$ cat config.mk
export PLATFORM = sky130hd
export DESIGN_NAME = wdt_two_stage
export DESIGN_NICKNAME = d
export VERILOG_FILES = /design/src/rtl/wdt_pkg.sv /design/src/rtl/wdt_prescaler.sv /design/src/rtl/wdt_counter.sv /design/src/rtl/wdt_regs.sv /design/src/rtl/wdt_two_stage.sv
export SDC_FILE = /design/constraint.sdc
export NUM_CORES = 1
export LEC_CHECK = 0
export ABC_AREA = 1
export BUFFER_PORTS_ARGS = -buffer_cell sky130_fd_sc_hd__buf_2
export CAP_MARGIN = 10
export CORE_MARGIN = 2
export CORE_UTILIZATION = 40
export CTS_BUF_LIST = sky130_fd_sc_hd__clkbuf_16
export DETAILED_ROUTE_END_ITERATION = 12
export PLACE_DENSITY = 0.57
export REMOVE_ABC_BUFFERS = 1
export SYNTH_ARGS = -nofsm -noshare
export SYNTH_HDL_FRONTEND = slang
export SYNTH_SLANG_ARGS = --single-unit
$ cat constraint.sdc
create_clock -name clk -period 3.8 [get_ports clk]
set_input_delay 0.38 -clock clk [delete_from_list [all_inputs] [get_ports clk]]
set_output_delay 0.38 -clock clk [all_outputs]
set_load 0.01 [all_outputs]
$ cat src/rtl/wdt_pkg.sv
// Shared constants for the two-stage watchdog: register offsets, bit
// positions and counter sizing. Assumes a 5-bit byte address space.
package wdt_pkg;
    localparam int CNT_W    = 10;
    localparam int ADDR_W   = 5;
    localparam int DATA_W   = 16;

    localparam logic [ADDR_W-1:0] OFS_RELOAD = 5'h00;
    localparam logic [ADDR_W-1:0] OFS_DATA   = 5'h02;
    localparam logic [ADDR_W-1:0] OFS_STS1   = 5'h04;
    localparam logic [ADDR_W-1:0] OFS_STS2   = 5'h06;
    localparam logic [ADDR_W-1:0] OFS_CTL1   = 5'h08;
    localparam logic [ADDR_W-1:0] OFS_CTL2   = 5'h0A;
    localparam logic [ADDR_W-1:0] OFS_INIT   = 5'h12;

    localparam int BIT_FIRST    = 3;   // status 1
    localparam int BIT_SECOND   = 1;   // status 2
    localparam int BIT_BOOT     = 2;   // status 2
    localparam int BIT_HALT     = 11;  // control 1
    localparam int BIT_SCRATCH  = 8;   // control 1
    localparam int BIT_NOREBOOT = 0;   // control 2

    localparam logic [CNT_W-1:0] INIT_MIN   = 10'd4;
    localparam logic [CNT_W-1:0] INIT_RESET = 10'd4;
endpackage

$ cat src/rtl/wdt_prescaler.sv
// Tick prescaler: emits a one-cycle tick every TICK_CYCLES clocks while
// run is high. Holds its phase while stopped; restart zeroes the phase.
module wdt_prescaler #(
    parameter int TICK_CYCLES = 30_000_000
) (
    input  logic clk,
    input  logic rst_n,
    input  logic run,
    input  logic restart,
    output logic tick
);
    localparam int PW = (TICK_CYCLES > 1) ? $clog2(TICK_CYCLES) : 1;
    localparam logic [PW-1:0] LAST = PW'(TICK_CYCLES - 1);

    logic [PW-1:0] phase;

    // Phase counter: wraps at LAST, cleared on restart.
    always_ff @(posedge clk) begin
        if (!rst_n)            phase <= '0;
        else if (restart)      phase <= '0;
        else if (run) begin
            if (phase == LAST) phase <= '0;
            else               phase <= phase + 1'b1;
        end
    end

    assign tick = run && !restart && (phase == LAST);
endmodule

$ cat src/rtl/wdt_counter.sv
// Down-counter with two-stage expiry. A tick at zero is a first underflow
// (reload) when first_flag is clear, else a second underflow (stop).
// Assumes tick never arrives while stopped (the top gates the prescaler).
module wdt_counter
    import wdt_pkg::*;
(
    input  logic             clk,
    input  logic             rst_n,
    input  logic             tick,
    input  logic             reload,
    input  logic [CNT_W-1:0] init_val,
    input  logic             first_flag,
    output logic [CNT_W-1:0] count,
    output logic             stopped,
    output logic             first_uf,
    output logic             second_uf
);
    logic at_zero_tick;

    assign at_zero_tick = tick && (count == '0);
    assign first_uf     = at_zero_tick && !first_flag;
    assign second_uf    = at_zero_tick &&  first_flag;

    // Count and stop state: reload has priority over any tick.
    always_ff @(posedge clk) begin
        if (!rst_n) begin
            count   <= INIT_RESET;
            stopped <= 1'b0;
        end else if (reload) begin
            count   <= init_val;
            stopped <= 1'b0;
        end else if (second_uf) begin
            stopped <= 1'b1;
        end else if (first_uf) begin
            count   <= init_val;
        end else if (tick) begin
            count   <= count - 1'b1;
        end
    end

    AST_STOPPED_HOLDS: assert property (@(posedge clk) disable iff (!rst_n)
        stopped && !reload |=> $stable(count));
    AST_SECOND_STOPS: assert property (@(posedge clk) disable iff (!rst_n)
        second_uf && !reload |=> stopped && count == '0);
endmodule

$ cat src/rtl/wdt_regs.sv
// Register file and bus decode. Handles byte/word lanes, the initial-value
// floor, write-1-to-clear status and combinational read data. Assumes
// bus_wr is a one-cycle strobe; hardware flag sets win over clears.
module wdt_regs
    import wdt_pkg::*;
(
    input  logic              clk,
    input  logic              rst_n,
    input  logic [ADDR_W-1:0] bus_addr,
    input  logic              bus_wr,
    input  logic              bus_wide,
    input  logic [DATA_W-1:0] bus_wdata,
    output logic [DATA_W-1:0] bus_rdata,
    input  logic [CNT_W-1:0]  count,
    input  logic              first_uf,
    input  logic              second_uf,
    output logic [CNT_W-1:0]  init_val,
    output logic              halt,
    output logic              no_reboot,
    output logic              first_flag,
    output logic              reload
);
    localparam int WORD_W = ADDR_W - 1;

    logic [WORD_W-1:0] word_sel;
    logic              wr_lo, wr_hi;
    logic [7:0]        lo_byte, hi_byte;
    logic [DATA_W-1:0] wmask, wval, init_cand, word_rd;
    logic [DATA_W-1:0] init_q;
    logic              scratch, second_flag, boot_flag;
    logic [7:0]        data_out;
    logic              clr_first, clr_second, clr_boot;

    assign word_sel  = bus_addr[ADDR_W-1:1];
    assign wr_lo     = bus_wr && (bus_wide || !bus_addr[0]);
    assign wr_hi     = bus_wr && (bus_wide ||  bus_addr[0]);
    assign lo_byte   = bus_wdata[7:0];
    assign hi_byte   = bus_wide ? bus_wdata[15:8] : bus_wdata[7:0];
    assign wmask     = {{8{wr_hi}}, {8{wr_lo}}};
    assign wval      = {hi_byte, lo_byte};
    assign init_cand = (init_q & ~wmask) | (wval & wmask);

    assign reload     = bus_wr && (word_sel == OFS_RELOAD[ADDR_W-1:1]);
    assign clr_first  = wr_lo && (word_sel == OFS_STS1[ADDR_W-1:1]) && lo_byte[BIT_FIRST];
    assign clr_second = wr_lo && (word_sel == OFS_STS2[ADDR_W-1:1]) && lo_byte[BIT_SECOND];
    assign clr_boot   = wr_lo && (word_sel == OFS_STS2[ADDR_W-1:1]) && lo_byte[BIT_BOOT];

    // Initial-value register: upper bits plain storage, field floored at 4.
    always_ff @(posedge clk) begin
        if (!rst_n) begin
            init_q <= {{(DATA_W-CNT_W){1'b0}}, INIT_RESET};
        end else if (bus_wr && word_sel == OFS_INIT[ADDR_W-1:1]) begin
            init_q[DATA_W-1:CNT_W] <= init_cand[DATA_W-1:CNT_W];
            if (init_cand[CNT_W-1:0] >= INIT_MIN)
                init_q[CNT_W-1:0] <= init_cand[CNT_W-1:0];
        end
    end

    // Control bits and the data-out byte, all in their own lanes.
    always_ff @(posedge clk) begin
        if (!rst_n) begin
            halt      <= 1'b1;
            scratch   <= 1'b0;
            no_reboot <= 1'b1;
            data_out  <= '0;
        end else begin
            if (wr_hi && word_sel == OFS_CTL1[ADDR_W-1:1]) begin
                halt    <= hi_byte[BIT_HALT-8];
                scratch <= hi_byte[BIT_SCRATCH-8];
            end
            if (wr_lo && word_sel == OFS_CTL2[ADDR_W-1:1])
                no_reboot <= lo_byte[BIT_NOREBOOT];
            if (wr_hi && word_sel == OFS_DATA[ADDR_W-1:1])
                data_out <= hi_byte;
        end
    end

    // Status flags: set by the counter, cleared by writing 1.
    always_ff @(posedge clk) begin
        if (!rst_n) begin
            first_flag  <= 1'b0;
            second_flag <= 1'b0;
            boot_flag   <= 1'b0;
        end else begin
            if (first_uf)        first_flag <= 1'b1;
            else if (clr_first)  first_flag <= 1'b0;
            if (second_uf)       second_flag <= 1'b1;
            else if (clr_second) second_flag <= 1'b0;
            if (second_uf)       boot_flag <= 1'b1;
            else if (clr_boot)   boot_flag <= 1'b0;
        end
    end

    // Read word selection by address pair.
    always_comb begin
        word_rd = '0;
        case (word_sel)
            OFS_RELOAD[ADDR_W-1:1]: word_rd[CNT_W-1:0] = count;
            OFS_DATA[ADDR_W-1:1]:   word_rd[15:8] = data_out;
            OFS_STS1[ADDR_W-1:1]:   word_rd[BIT_FIRST] = first_flag;
            OFS_STS2[ADDR_W-1:1]: begin
                word_rd[BIT_SECOND] = second_flag;
                word_rd[BIT_BOOT]   = boot_flag;
            end
            OFS_CTL1[ADDR_W-1:1]: begin
                word_rd[BIT_HALT]    = halt;
                word_rd[BIT_SCRATCH] = scratch;
            end
            OFS_CTL2[ADDR_W-1:1]:   word_rd[BIT_NOREBOOT] = no_reboot;
            OFS_INIT[ADDR_W-1:1]:   word_rd = init_q;
            default:                word_rd = '0;
        endcase
    end

    // Lane steering of read data for byte accesses.
    always_comb begin
        if (bus_wide)         bus_rdata = word_rd;
        else if (bus_addr[0]) bus_rdata = {8'h00, word_rd[15:8]};
        else                  bus_rdata = {8'h00, word_rd[7:0]};
    end

    assign init_val = init_q[CNT_W-1:0];

    AST_INIT_FLOOR: assert property (@(posedge clk) disable iff (!rst_n)
        init_q[CNT_W-1:0] >= INIT_MIN);
    AST_BOOT_WITH_SECOND: assert property (@(posedge clk) disable iff (!rst_n)
        $rose(second_flag) |-> boot_flag);
    AST_ZERO_KEEPS_FIRST: assert property (@(posedge clk) disable iff (!rst_n)
        first_flag && !clr_first |=> first_flag);
endmodule

$ cat src/rtl/wdt_two_stage.sv
// Top of the two-stage watchdog: ties the register file, prescaler and
// counter together and registers the masked reset request. Assumes a
// single clock domain with a synchronous active-low reset.
module wdt_two_stage
    import wdt_pkg::*;
#(
    parameter int TICK_CYCLES = 30_000_000
) (
    input  logic              clk,
    input  logic              rst_n,
    input  logic [ADDR_W-1:0] bus_addr,
    input  logic              bus_wr,
    input  logic              bus_wide,
    input  logic [DATA_W-1:0] bus_wdata,
    output logic [DATA_W-1:0] bus_rdata,
    output logic              rst_req
);
    logic [CNT_W-1:0] init_val, count;
    logic halt, no_reboot, first_flag, reload;
    logic stopped, first_uf, second_uf, tick, run;

    assign run = !halt && !stopped;

    wdt_regs u_regs (
        .clk(clk), .rst_n(rst_n),
        .bus_addr(bus_addr), .bus_wr(bus_wr), .bus_wide(bus_wide),
        .bus_wdata(bus_wdata), .bus_rdata(bus_rdata),
        .count(count), .first_uf(first_uf), .second_uf(second_uf),
        .init_val(init_val), .halt(halt), .no_reboot(no_reboot),
        .first_flag(first_flag), .reload(reload)
    );

    wdt_prescaler #(.TICK_CYCLES(TICK_CYCLES)) u_presc (
        .clk(clk), .rst_n(rst_n), .run(run), .restart(reload), .tick(tick)
    );

    wdt_counter u_cnt (
        .clk(clk), .rst_n(rst_n), .tick(tick), .reload(reload),
        .init_val(init_val), .first_flag(first_flag), .count(count),
        .stopped(stopped), .first_uf(first_uf), .second_uf(second_uf)
    );

    // Reset request: one cycle per second underflow, masked by no-reboot.
    always_ff @(posedge clk) begin
        if (!rst_n) rst_req <= 1'b0;
        else        rst_req <= second_uf && !no_reboot;
    end

    AST_REQ_ONE_CYCLE: assert property (@(posedge clk) disable iff (!rst_n)
        rst_req |=> !rst_req);
    AST_NOREBOOT_GATE: assert property (@(posedge clk) disable iff (!rst_n)
        rst_req |-> !$past(no_reboot));
    AST_HALT_FREEZE: assert property (@(posedge clk) disable iff (!rst_n)
        halt && !reload |=> $stable(count));
endmodule

==> results.ini, run 1 <==
[worst_setup_path]
crit_required_ns = 3.42
criticalPathCategory = in2out
setup.worst_path.start_class = primary input
cp.arrival_ns = 2.11
worst_setup_path_end_kind = output port
cp_max_fo = 12

[routing]
firstDrtPassIters = 4
remaining_drc_errors = 0
drt-initial-drc-count = 251
vias_per_cell = 5.10
routed_wl_um = 11500
avgRoutedWirePerCell_um = 13.8
vias = 4223
antenna_left = 0

[clocking]
clk_path_buf_depth = 2
tritoncts_num_sinks = 67
ctsResizeCount = 0
cts_tree = done
htreeDepth = 3
cts_root_buffer = clkbuf_16
cts_setup_buffers = 0
hold_buffers = 0
numCtsBuffers = 9
clk_pin_slew_ns = 0.06
clock_latency_ns = 0.32

[yosys]
ys_warn_count = 0
yosysSeqAreaShare_pct = 33.1
avgSynthCellArea_um2 = 6.23
synth_cells = 651
ys_seq_elements = 67
syn_area_um2 = 4050
synth.distinct_cells = 35

[power]
power.total_mw = 1.67
ir_worst_vdd_v = 0.000174
leakagePower_nw = 1.97
power_density_nw_per_um2 = 360

[sta]
setup_tns_ns = 0
period_share_pct = 65.4
rsz0062_at_grt = false
tightest_slew_ns = 0.984
max_freq_ghz = 0.402
slew_viol_final = 0
slew-limit-headroom_pct = 34.2
timing.hold.ws_ns = 0.380
finalHoldViolCount = 0
fin_skew_ns = 0.00421
finalSetupViolCount = 0
layout_min_cycle_time_ns = 2.49
fin_ws_ns = 1.31

[final_layout]
nets = 718
final_cell_mix = nand2_1, inv_1, nor2_1
diodes = 0
mostFrequentLayoutCell = nand2_1
syn2layout_area_growth_pct = 14.7
drive_gt1_share_pct = 11.8
final_cell_area_um2 = 4650

[grt]
use_met2_pct = 38.6
overflow = 0
grt_start_max_net_pins = 29
grt_util_met3_pct = 2.56
grt_pass1_vias = 4025
grt_pass1_wl_um = 18800
grt-busiest-layer = met2
grt_util_met1_pct = 25.3
grt_usage_pct = 21.4
antenna_found_initial = 0

[die]
start_util_pct = 41.3
io_pins = 42
rows = 36
core-area_um2 = 9820
die_h_um = 105
fp.dieW_um = 105
design.die.area_um2 = 11000

[placed_design]
gp_congestion = 0.881
hpwl_um = 8680
port_buffers = 41
dp_slack_ns = 1.31
placed_area_um2 = 4360

[flow_run]
maxCapViolations = 0

[status]
status = finished, final reports clean

[min_path]
hold_path_class = in2reg

-- worst paths after layout --
kind / start / end / slack, ns / cells after the start
worst min-delay path: bus_wdata[0] / u_regs.no_reboot$_SDFFE_PN1P_ / 0.38 / 3
worst max register to register: u_cnt.count[0]$_SDFFE_PN0P_ / u_cnt.count[1]$_SDFFE_PN0P_ / 1.68 / 12
worst min register to register: u_cnt.stopped$_SDFFE_PP0P_ / u_cnt.stopped$_SDFFE_PP0P_ / 0.45 / 2
worst max-delay path: bus_addr[1] / bus_rdata[9] / 1.31 / 9
-- per-stage QoR --
stage          instances  utilization [%]
2_1_floorplan        636                -
3_3_place_gp         812             44.4
3_5_place_dp         812             44.4
4_1_cts              828             47.4
5_1_grt              828             47.4
6_report             828             47.4
-- synth_stat cells, drive strengths merged --
cell type  number  area share (%)
nand2         156              15
inv           110              10
nor2           83             8.5
dfxtp          67              33
nand3          51             6.5
a21oi          49             6.1
o21ai          46             5.7
nor3           21             2.7
o22ai          11             1.7
clkbuf          9            0.83
xor2            9             1.9
a221oi          7             1.5
nand4           7             1.1
buf             6             1.2
a211oi          4            0.74
ha              3            0.93
nor3b           3            0.56
nor4            2            0.31
o211ai          2            0.37
and3            1            0.15
o21a            1            0.19
o221ai          1            0.22
o31ai           1            0.19
or2             1            0.15
-- cells by family (layout without fill, tap and decap cells) --
kind of cell	Yosys count	in the layout	synth area share, %
and+or+nand+nor	325	325	35.1
buffers and inverters	125	169	12.3
AOI/OAI and AO/OA	122	122	16.7
DFF	67	67	33.1
xor gates and xnor gates	9	9	1.94
adders and majority gates	3	3	0.926
-- sequential cells by signal, summed over array words and instances, names as in the netlist, named ones only --
name / flops
rst_req: 1
u_cnt.stopped: 1
u_regs.halt: 1
u_regs.data_out: 8
u_regs.first_flag: 1
u_regs.scratch: 1
u_cnt.count: 10
u_regs.boot_flag: 1
u_regs.init_q: 10
u_regs.no_reboot: 1
u_regs.second_flag: 1
u_presc.phase: 25
-- layout make-up --
type,count,area [um^2]
clock buffer,9,225
multi-input combinational,459,2220
sequential,67,1340
fill,1088,5170
tap,133,166
inverter,110,413
clock inverter,7,68.8
timing repair buffer,43,220
-- per-layer routing --
metal  wire (um)  vias up
met4         196        0
met2        5750       81
met3         452       14
met5           0        -
li1            -     2181
met1        5070     1947
-- report_power, final --
group	switching [mW]	internal [mW]	total, mW	leakage [nW]
sequential	0.00498	0.710	0.715	0.541
combinational	0.0892	0.0406	0.130	1.29
clock	0.323	0.506	0.829	0.143
total	0.418	1.26	1.67	1.97
-- critical path, stage by stage --
cell and delay (ns):
buf_2 0.10, inv_1 0.05, nor2_1 0.13, nand3_1 0.43, inv_1 0.38, a221oi_1 0.15, or2_2 0.31, inv_1 0.05
buf_2 0.12
Power figures use the tool's default switching activity.
==> run 2, diff against run 1 <==
clock period = 2.5 ns   (was 3.8 ns; I/O delays follow)
==> run 2 against run 1 <==
Net effect: cell count rose by 0.36%; design area down 0.30%; register-to-register slack got worse by 1.2 ns; worst hold slack lost 0.14 ns; routed wire length grew 2.0%; flip-flop and latch count unchanged; clock skew increased by 0.0015 ns; clock power grew 33%; clock-buffer cell count unchanged; via count is 0.69% higher; critical path depth up 3; critical path type is now reg2reg.
==> results.ini, run 2 (synthesis gave the netlist of run 1 again) <==
[status]
status = finished, final reports clean

[die]
design.die.area_um2 = 11000
start_util_pct = 41.3
die_h_um = 105
io_pins = 42
fp.dieW_um = 105
core-area_um2 = 9820
rows = 36

[grt]
grt-busiest-layer = met2
antenna_found_initial = 0
use_met2_pct = 39.3
overflow = 0
grt_util_met3_pct = 3.74
grt_util_met1_pct = 25.9
grt_start_max_net_pins = 28
grt_usage_pct = 21.6
grt_pass1_vias = 4017
grt_pass1_wl_um = 19100

[sta]
finalHoldViolCount = 0
slew_viol_final = 0
setup_tns_ns = 0
timing.hold.ws_ns = 0.244
slew-limit-headroom_pct = 62.3
layout_min_cycle_time_ns = 2.00
tightest_slew_ns = 0.565
finalSetupViolCount = 0
max_freq_ghz = 0.501
fin_skew_ns = 0.00570
rsz0062_at_grt = false
period_share_pct = 79.9

[worst_setup_path]
crit_chain = inv_1 > ha_1 > nand2_1 > nor2_1 > nand3_1 > nor2_1 > nand3_2 > nand2_1 > inv_1 > nand2_1 > nand2_1 > a21oi_1
worst_setup_path_end_kind = register
max_stage_delay_ns = 0.33
criticalPathCategory = reg2reg
cp_max_fo = 13
cp_slowest_cell = nand2_1
setup.worst_path.start_class = register
crit_required_ns = 2.76
cp.arrival_ns = 2.26
crit_path_frequent_cell = nand2_1

[clocking]
hold_buffers = 0
ctsResizeCount = 0
clk_path_buf_depth = 2
cts_tree = done
clk_pin_slew_ns = 0.05
htreeDepth = 3
tritoncts_num_sinks = 67
cts_root_buffer = clkbuf_16
cts_setup_buffers = 0
clock_latency_ns = 0.33
numCtsBuffers = 9

[routing]
vias = 4252
antenna_left = 0
avgRoutedWirePerCell_um = 14.1
routed_wl_um = 11700
firstDrtPassIters = 5
remaining_drc_errors = 0
vias_per_cell = 5.12
drt-initial-drc-count = 204

[final_layout]
final_cell_mix = nand2_1, inv_1, nor2_1
syn2layout_area_growth_pct = 14.4
drive_gt1_share_pct = 11.7
mostFrequentLayoutCell = nand2_1
largest_reg_flops = 25
largest-register = u_presc.phase
nets = 722
diodes = 0
largestRegisters = u_presc.phase (25), u_cnt.count (10), u_regs.init_q (10)

[placed_design]
port_buffers = 41
hpwl_um = 8980
gp_congestion = 0.864

[power]
ir_worst_vdd_v = 0.000246
power_density_nw_per_um2 = 514
leakagePower_nw = 1.97

[flow_run]
maxCapViolations = 0

[min_path]
hold_path_class = in2reg

==> run 2: cell count changes in the layout (fill, tap and decap cells not counted) <==
cell | before | now
inv_1 | 104 | 105
clkinv_4 | 2 | 0
buf_4 | 2 | 6
bufinv_16 | 1 | 0
clkinv_1 | 1 | 3
clkinvlp_4 | 1 | 0
==> run 2: final cells by class <==
type                       instances  area [um^2]
fill                            1093         5180
inverter                         110          413
clock buffer                       9          225
tap                              133          166
sequential                        67         1340
multi-input combinational        459         2220
clock inverter                     6         25.0
timing repair buffer              47          250
==> run 2: through the flow <==
step           power [mW]  std cells  setup WS (ns)  instance area (um^2)  utilization [%]
2_1_floorplan        1.23        636          0.708                  3970                -
3_3_place_gp         1.31        816          0.455                  4390             44.7
3_5_place_dp         1.31        816          0.354                  4390             44.7
4_1_cts              2.41        831          0.507                  4640             47.2
5_1_grt              2.48        831          0.244                  4640             47.2
6_report             2.38        831          0.503                  4640             47.2
==> run 2: path summary, 6_finish.rpt <==
check                              startpoint                             to  slack [ns]  cells past startpoint
setup / recovery  u_cnt.count[1]$_SDFFE_PN0P_    u_cnt.count[1]$_SDFFE_PN0P_        0.50                     12
hold / removal                   bus_wdata[0]  u_regs.no_reboot$_SDFFE_PN1P_        0.24                      3
setup reg to reg  u_cnt.count[1]$_SDFFE_PN0P_    u_cnt.count[1]$_SDFFE_PN0P_        0.50                     12
hold reg to reg    u_cnt.stopped$_SDFFE_PP0P_     u_cnt.stopped$_SDFFE_PP0P_        0.45                      2
==> run 2: critical path, delay by kind of cell (launching register included) <==
family	cells	cell delay, ns
AOI/OAI and AO/OA	1	0.10
adders and majority gates	1	0.18
buffers and inverters	2	0.29
DFF	1	0.32
and+or+nand+nor	8	1.03
==> run 2: metal layers <==
metal	part of all wire [%]	vias up	routed length, um
met2	51	105	5940
met4	1.6	0	182
met3	4.9	14	570
met5	0	-	0
met1	43	1943	5000
li1	-	2190	-
==> run 2: power breakdown <==
group          internal, mW  switching, mW  total (mW)
Clock                 0.647          0.449        1.10
Combinational        0.0642          0.137       0.202
Sequential             1.08        0.00774        1.09
Total                  1.79          0.594        2.38
